**config.mk**
```make
export PLATFORM = sky130hd
export DESIGN_NAME = irq_level_resolver
export DESIGN_NICKNAME = d
export VERILOG_FILES = /design/src/rtl/ilr_pkg.sv /design/src/rtl/ilr_pend_mask.sv /design/src/rtl/ilr_level_scan.sv /design/src/rtl/ilr_nest_guard.sv /design/src/rtl/irq_level_resolver.sv
export SDC_FILE = /design/constraint.sdc
export NUM_CORES = 1
export LEC_CHECK = 0
export BUFFER_PORTS_ARGS = -buffer_cell sky130_fd_sc_hd__buf_2
export CAP_MARGIN = 15
export CORE_MARGIN = 2
export CORE_UTILIZATION = 46
export CTS_BUF_LIST = sky130_fd_sc_hd__clkbuf_4 sky130_fd_sc_hd__clkbuf_8
export CTS_CLUSTER_DIAMETER = 50
export CTS_CLUSTER_SIZE = 8
export DETAILED_ROUTE_END_ITERATION = 7
export PLACE_DENSITY = 0.79
export REMOVE_ABC_BUFFERS = 1
export SYNTH_ARGS = -nofsm -noshare
export SYNTH_HDL_FRONTEND = slang
export SYNTH_HIERARCHICAL = 1
export SYNTH_SLANG_ARGS = --single-unit
```
**constraint.sdc**
```tcl
create_clock -name clk -period 4.1 [get_ports clk]
set_input_delay 0.82 -clock clk [delete_from_list [all_inputs] [get_ports clk]]
set_output_delay 0.82 -clock clk [all_outputs]
set_load 0.01 [all_outputs]
```
**src/rtl/ilr_pkg.sv**
```systemverilog
package ilr_pkg;
    localparam int NUM_LVL   = 16;
    localparam int LVL_W     = $clog2(NUM_LVL);
    localparam int SOFT_W    = NUM_LVL + 1;
    localparam int TT_W      = 9;
    localparam int TL_W      = 3;
    localparam int TIMER_LVL = 14;
    localparam logic [TT_W-1:0] EXTINT = 9'h040;

    typedef logic [TT_W-1:0]  tt_t;
    typedef logic [LVL_W-1:0] lvl_t;

    typedef struct packed {
        logic hit;
        lvl_t lvl;
    } pick_t;

    typedef struct packed {
        logic req;
        tt_t  tt;
    } irq_state_t;

    function automatic tt_t make_tt(lvl_t l);
        return EXTINT | tt_t'(l);
    endfunction
endpackage

```
**src/rtl/ilr_pend_mask.sv**
```systemverilog
module ilr_pend_mask #(
    parameter int NUM_LVL   = ilr_pkg::NUM_LVL,
    parameter int TIMER_LVL = ilr_pkg::TIMER_LVL
) (
    input  logic [NUM_LVL-1:0] ext_lvl,
    input  logic [NUM_LVL:0]   soft_reg,
    output logic [NUM_LVL-1:0] pend
);
    logic [NUM_LVL-1:0] soft_lv;
    logic               timer_hit;

    always_comb begin
        soft_lv    = soft_reg[NUM_LVL-1:0];
        soft_lv[0] = 1'b0;
        timer_hit  = soft_reg[0] | soft_reg[NUM_LVL];
        pend       = ext_lvl | soft_lv;
        if (timer_hit)
            pend[TIMER_LVL] = 1'b1;
    end
endmodule

```
**src/rtl/ilr_level_scan.sv**
```systemverilog
module ilr_level_scan #(
    parameter int NUM_LVL = ilr_pkg::NUM_LVL,
    localparam int LVL_W  = $clog2(NUM_LVL)
) (
    input  logic [NUM_LVL-1:0] pend,
    input  logic [LVL_W-1:0]   pil,
    output logic               hit,
    output logic [LVL_W-1:0]   lvl
);
    logic [NUM_LVL-1:0] above;

    for (genvar g = 0; g < NUM_LVL; g++) begin : g_above
        assign above[g] = pend[g] && ((LVL_W+1)'(g) > {1'b0, pil});
    end

    always_comb begin
        hit = 1'b0;
        lvl = '0;
        for (int i = 0; i < NUM_LVL; i++) begin
            if (above[i]) begin
                hit = 1'b1;
                lvl = i[LVL_W-1:0];
            end
        end
    end
endmodule

```
**src/rtl/ilr_nest_guard.sv**
```systemverilog
module ilr_nest_guard #(
    parameter int TT_W  = ilr_pkg::TT_W,
    parameter int TL_W  = ilr_pkg::TL_W,
    parameter int LVL_W = ilr_pkg::LVL_W,
    parameter logic [TT_W-1:0] EXTINT = ilr_pkg::EXTINT
) (
    input  logic [TL_W-1:0] trap_lvl,
    input  logic [TT_W-1:0] cur_tt,
    input  logic [TT_W-1:0] new_tt,
    output logic            block
);
    logic nested, ext_class, higher;

    always_comb begin
        nested    = trap_lvl != '0;
        ext_class = cur_tt[TT_W-1:LVL_W] == EXTINT[TT_W-1:LVL_W];
        higher    = cur_tt > new_tt;
        block     = nested && ext_class && higher;
    end
endmodule

```
**src/rtl/irq_level_resolver.sv**
```systemverilog
module irq_level_resolver
    import ilr_pkg::*;
#(
    parameter int N_LVL = ilr_pkg::NUM_LVL,
    localparam int LW   = $clog2(N_LVL)
) (
    input  logic                 clk,
    input  logic                 rst,
    input  logic [N_LVL-1:0]     ext_lvl,
    input  logic [N_LVL:0]       soft_reg,
    input  logic [LW-1:0]        cur_pil,
    input  logic                 int_en,
    input  logic                 vec_busy,
    input  logic [TL_W-1:0]      trap_lvl,
    input  logic [TT_W-1:0]      cur_tt,
    output logic                 irq_req,
    output logic [TT_W-1:0]      irq_tt
);
    logic [N_LVL-1:0] pend;
    pick_t            pick;
    tt_t              new_tt;
    logic             blocked;
    irq_state_t       st_q, st_d;

    ilr_pend_mask #(.NUM_LVL(N_LVL), .TIMER_LVL(TIMER_LVL)) u_mask (
        .ext_lvl (ext_lvl),
        .soft_reg(soft_reg),
        .pend    (pend)
    );

    ilr_level_scan #(.NUM_LVL(N_LVL)) u_scan (
        .pend(pend),
        .pil (cur_pil),
        .hit (pick.hit),
        .lvl (pick.lvl)
    );

    assign new_tt = make_tt(pick.lvl);

    ilr_nest_guard #(.TT_W(TT_W), .TL_W(TL_W), .LVL_W(LW), .EXTINT(EXTINT)) u_guard (
        .trap_lvl(trap_lvl),
        .cur_tt  (cur_tt),
        .new_tt  (new_tt),
        .block   (blocked)
    );

    always_comb begin
        st_d = st_q;
        if (!vec_busy) begin
            if (!pick.hit) begin
                st_d = '{req: 1'b0, tt: '0};
            end else if (int_en) begin
                if (!blocked && (st_q.tt != new_tt))
                    st_d = '{req: 1'b1, tt: new_tt};
            end else if (st_q.req) begin
                st_d = '{req: 1'b0, tt: '0};
            end
        end
    end

    always_ff @(posedge clk) begin
        if (rst) st_q <= '{req: 1'b0, tt: '0};
        else     st_q <= st_d;
    end

    assign irq_req = st_q.req;
    assign irq_tt  = st_q.tt;
endmodule

```
==> run_results.csv, run 1 <==
group,metric,value,unit
finish,drive_gt1_share,41.1,%
worst_setup_path,arrival,3860,ps
clock_tree,holdBufCountCts,0,
finish,seq_area,120,um2
grt,grt_pass1_vias,1164,
clock_tree,ctsHtreeMaxLevel,1,
die,start_util,49.1,%
worst_setup_path,r2r-start,"irq_tt[2]",
timing,setup_viol,0,
worst_setup_path,worstPathRequired,4230,ps
timing,finalWorstSetupSlack,365,ps
worst_setup_path,ff2ff_setup_slack,2880,ps
die,core,2230,um2
power_and_ir_drop,power_leakage,0.721,nW
grt,antenna_found_initial,0,
placed_design,place.gp.congestion,0.771,
detailed_routing,postRouteWirelength,2680,um
worst_hold_path,hold_start,"irq_req",
run_status,outcome,"finished clean",
worst_setup_path,path_max_fanout,4,
grt,grt_pass1_wl,4430,um
clock_tree,ctsResizeCount,0,
yosys,post_synth_instance_area,1100,um2
detailed_routing,firstDrtPassIters,4,
detailed_routing,vias,1262,
finish,n_antenna_cell,0,
timing,fin_crit_sh,91.1,%
timing,tightest_slew,490,ps
timing,relSlewSlack,67.0,%
power_and_ir_drop,power_density,163,nW/um2
yosys,netlist_instances,150,
detailed_routing,wl_met1,1130,um
clock_tree,cts_buffers,3,
detailed_routing,drc,0,
detailed_routing,antenna_left,0,
worst_setup_path,worst_r2r_endpoint,"irq_tt[0]",
clock_tree,cts_tree,"done",
finish,final_cell_mix,"buf_2 (57), a21oi_1 (15), inv_1 (15)",
grt,grt-ovfl-total,0,
worst_hold_path,min_path_cells,1,
power_and_ir_drop,ir_drop,213,uV
finish,multi_input_area,885,um2
worst_setup_path,end_kind,"register",
placed_design,io_buffers,57,
worst_setup_path,critPathKind,"input port to register",
finish,fin_nets,273,
worst_hold_path,min_to,"irq_req",
placed_design,dpl_cell_area,1380,um2
detailed_routing,met3_length,231,um
timing,fin_hold_ws,489,ps
yosys,yosys_warnings,6,
die,ioPinCount,63,
worst_hold_path,hp-class,"register to register",
timing,max_freq,0.268,GHz
placed_design,post-place-ws,195,ps
job,drv_cap,0,
timing,rsz0062_at_grt,"false",
detailed_routing,dr_wl_met2,1300,um
timing,post-route-min-period,3740,ps
grt,grt_util_all_layers,20.5,%
die,die_h,52.8,um
yosys,syn_avg_cell_area,7.31,um2
clock_tree,cts-root-buf,"clkbuf_4",
finish,postLayoutCellArea,1400,um2
die,rows,17,
detailed_routing,wl_per_cell,11.3,um
worst_setup_path,ff2ff_path_depth,4,
die,dieWidth,52.8,um
die,die-area,2790,um2
timing,clock_skew,4.17,ps
worst_setup_path,critPathLaunchType,"input port",
detailed_routing,drtIter0Drc,14,
clock_tree,numClockSinks,6,
timing,setup_tns,0,ps
finish,final_common_cell,"buf_2",
finish,fillCellCount,233,
clock_tree,clk_pin_slew,40,ps
grt,grt_max_degree,15,
timing,hold_violations,0,
finish,area_growth,28.1,%
power_and_ir_drop,power,0.000229,W
timing,report.final.slew_viol_count,0,
placed_design,dpl.hpwl,2240,um
clock_tree,clock_path_buffers,2,
clock_tree,post_cts_buffers,0,
detailed_routing,highest_layer,"met4",
clock_tree,insertion_delay,240,ps
detailed_routing,via_per_inst,5.32,
-- routing by layer --
metal	vias to the layer above	GRT usage (%)
li1	650	-
met1	556	22.1
met2	54	40.6
met3	2	4.57
met4	0	2.56
met5	-	0
-- registers in the layout, indices dropped and copies added, names as in the netlist --
signal and cells:
irq_req 1, irq_tt 5
-- critical path, stage by stage --
cell and delay, ps:
buf_2 90, or4_1 600, nor4_1 360, o21ai_0 140, o21ai_0 440, ha_1 250, o221ai_1 120, a21oi_1 180
nor2_1 70, nand2b_1 140, a31o_1 220, a32o_2 250, a22o_1 180
-- power breakdown --
part,switching [W],total [W],internal [W]
clock network,0.0000201,0.0000532,0.0000330
logic,0.0000550,0.000109,0.0000541
registers,0.00000382,0.0000668,0.0000630
-- final cells by class --
| type | count | area share [%] |
|---|---|---|
| multi-input combinational | 128 | 63.0 |
| timing repair buffer | 57 | 20.3 |
| sequential | 6 | 8.56 |
| inverter | 15 | 4.01 |
| tap | 28 | 2.50 |
| clock buffer | 3 | 1.60 |
-- stage by stage --
step | util (%) | instances
2_1_floorplan | - | 149
3_3_place_gp | 61.8 | 234
3_5_place_dp | 61.8 | 234
4_1_cts | 62.9 | 237
5_1_grt | 62.9 | 237
6_report | 62.9 | 237
-- how the worst max path moves through the flow --
stage,start,end,slack [ps],cells after the start
finish,soft_reg[14],irq_tt[0],360,13
global route,soft_reg[14],irq_tt[0],250,13
CTS,soft_reg[14],irq_tt[0],440,13
detailed placement,soft_reg[14],irq_tt[1],190,13
global placement,soft_reg[14],irq_tt[0],220,13
floorplan,soft_reg[14],irq_tt[0],630,12
(Power assumes the default switching activity.)
==> inputs of run 2 (changes only) <==
CORE_UTILIZATION = 44   (was 46)
PLACE_DENSITY = 0.78   (was 0.79)
SYNTH_HIERARCHICAL = not set   (was 1)
==> run_results.csv, run 2 <==
group,metric,value,unit
run_status,outcome,"finished clean",
worst_setup_path,cpMostUsedCell,"nand2_1",
grt,antenna_found_initial,0,
worst_setup_path,end_kind,"register",
finish,final_common_cell,"buf_2",
worst_setup_path,critPathLaunchType,"input port",
placed_design,dpl.hpwl,2200,um
worst_setup_path,path_max_fanout,4,
die,dieWidth,51.9,um
power_and_ir_drop,pwr-share-clk,24.6,%
clock_tree,insertion_delay,250,ps
power_and_ir_drop,power_leakage,0.621,nW
yosys,synth_edf_count,0,
yosys,synth_top_area_cell,"dfxtp_1",
yosys,synth-seq-cells,6,
finish,fin_nets,252,
die,ioPinCount,63,
yosys,syn_avg_cell_area,7.33,um2
worst_setup_path,cp_slowest_cell,"or4_1",
timing,setup_viol,0,
yosys,ys_top_cells_by_count,"nor2_1 (14), nand2_1 (12), dfxtp_1 (6)",
yosys,yosysMostFrequentCell,"nor2_1",
timing,clock_skew,3.74,ps
finish,postLayoutCellArea,1320,um2
power_and_ir_drop,p_int,0.000147,W
timing,setup_tns,0,ps
die,rows,17,
power_and_ir_drop,pwr-share-comb,46.5,%
die,start_util,46.1,%
yosys,netlist_instances,138,
detailed_routing,antenna_left,0,
clock_tree,cts_buffers,3,
finish,drive_gt1_share,36.8,%
worst_setup_path,critPathKind,"input port to register",
grt,grt_pass1_vias,1181,
yosys,yosysSeqAreaShare,11.9,%
clock_tree,holdBufCountCts,0,
yosys,post_synth_instance_area,1010,um2
worst_setup_path,crit_chain,"buf_2 -> or4_1 -> a222oi_1 -> nand2_1 -> a21oi_1 -> ha_1 -> nand4_1 -> o31ai_1 -> nor4_1 -> o21ai_0 -> mux2i_1 -> nand2_1 -> and2_4 -> o21ai_1",
yosys,synthTopCellsByArea,"dfxtp_1 (12%), nor2_1 (5.2%), ha_1 (5.0%), nand2_1 (4.5%), mux2i_1 (3.0%)",
placed_design,dpl_cell_area,1280,um2
timing,post-route-min-period,3820,ps
worst_setup_path,worstPathRequired,4280,ps
yosys,synth_cell_type_count,56,
clock_tree,cts_tree,"done",
detailed_routing,drc,0,
timing,relSlewSlack,56.9,%
finish,area_growth,30.7,%
die,die-area,2700,um2
power_and_ir_drop,p_sw,0.0000843,W
timing,tightest_slew,647,ps
die,die_h,51.9,um
clock_tree,numClockSinks,6,
clock_tree,clk_pin_slew,50,ps
grt,grt_max_degree,20,
placed_design,io_buffers,57,
yosys,async_reset_ff_share,0,%
worst_setup_path,arrival,4000,ps
die,core,2190,um2
timing,rsz0062_at_grt,"false",
clock_tree,ctsHtreeMaxLevel,1,
timing,hold_violations,0,
power_and_ir_drop,ir_drop,148,uV
detailed_routing,vias,1283,
grt,grt_pass1_wl,4610,um
grt,grt_util_all_layers,21.9,%
worst_setup_path,critPathMaxStageDelay,590,ps
clock_tree,clock_path_buffers,2,
worst_hold_path,hp-class,"register to register",
finish,fin_util,60.3,%
clock_tree,cts-root-buf,"clkbuf_4",
detailed_routing,via_per_inst,5.81,
detailed_routing,firstDrtPassIters,4,
power_and_ir_drop,power,0.000232,W
yosys,yosys_warnings,0,
timing,report.final.slew_viol_count,0,
yosys,synth_ff_type,"dfxtp_1",
detailed_routing,wl_per_cell,12.5,um
power_and_ir_drop,seqPwrFrac,28.9,%
finish,final_cell_mix,"buf_2 (57), nor2_1 (14), nand2_1 (12)",
detailed_routing,drtIter0Drc,30,
yosys,synth_top_area_share,11.9,%
timing,fin_crit_sh,93.2,%
timing,max_freq,0.262,GHz
finish,n_antenna_cell,0,
finish,largest_reg_flops,5,
grt,grt-ovfl-total,0,
job,drv_cap,0,
placed_design,place.gp.congestion,0.758,
power_and_ir_drop,swShare,36.4,%
detailed_routing,postRouteWirelength,2770,um
power_and_ir_drop,power_density,175,nW/um2
finish,fillCellCount,215,
run 2: per-layer routing:
layer / track usage, % / wire (um) / vias up / share of wire (%)
met5: 0 / 0 / - / 0
met3: 2.30 / 228 / 5 / 8.2
met2: 42.4 / 1370 / 60 / 49
met4: 8.33 / 33 / 0 / 1.2
met1: 23.8 / 1150 / 570 / 41
li1: - / - / 648 / -
run 2: timing repair:
item                                    CTS  global route
buffers inserted                          0             1
gates resized for setup                   0             2
endpoints found under the setup margin    0             5
run 2: metrics by stage:
stage / cells / setup WS (ps) / hold slack, ps
finish: 221 / 280 / 520
global route: 221 / 0.00799 / 550
CTS: 220 / 255 / 515
detailed placement: 217 / 34.9 / 502
global placement: 217 / 131 / 484
floorplan: 132 / 705 / 517
run 2: critical path, delay by kind of cell:
family / cells / cell delay (ps)
AOI/OAI and AO/OA: 5 / 1130
adders and majority gates: 1 / 300
buffers and inverters: 1 / 90
muxes: 1 / 180
and+or+nand+nor: 6 / 1470
run 2: final timing paths:
kind / end / slack, ps / startpoint / cells past startpoint
max: irq_tt[2] / 280 / soft_reg[14] / 14
min: irq_tt[6] / 520 / irq_tt[6] / 1
max reg2reg: irq_tt[2] / 2210 / irq_tt[3] / 6
min reg2reg: irq_tt[6] / 520 / irq_tt[6] / 1
run 2: cell families (layout without fill, tap and decap cells):
kind of cell	count (synthesis)	in the layout	synth area share (%)
fa+ha+maj	4	4	4.95
mux	3	3	2.97
simple gates	64	64	33.8
buf+inv	12	64	7.18
compound gates	48	48	38.9
other cells	1	4	0.371
flops	6	6	11.9
run 2: cell type report:
type                            instances  area [um2]  area share [%]
Tap cell                               28        35.0            2.65
Clock buffer                            3        22.5            1.70
Multi-Input combinational cell        123         840            63.5
Sequential cell                         6         120            9.09
Timing Repair Buffer                   58         293            22.2
Inverter                                3        11.3           0.852
run 2: power groups by stage:
stage	Sequential, W	Combinational [W]	Clock (W)
finish	0.0000670	0.000108	0.0000569
global route	0.0000678	0.000120	0.0000618
CTS	0.0000669	0.000106	0.0000573
detailed placement	0.0000680	0.000105	0
global placement	0.0000677	0.000102	0
floorplan	0.0000690	0.0000585	0
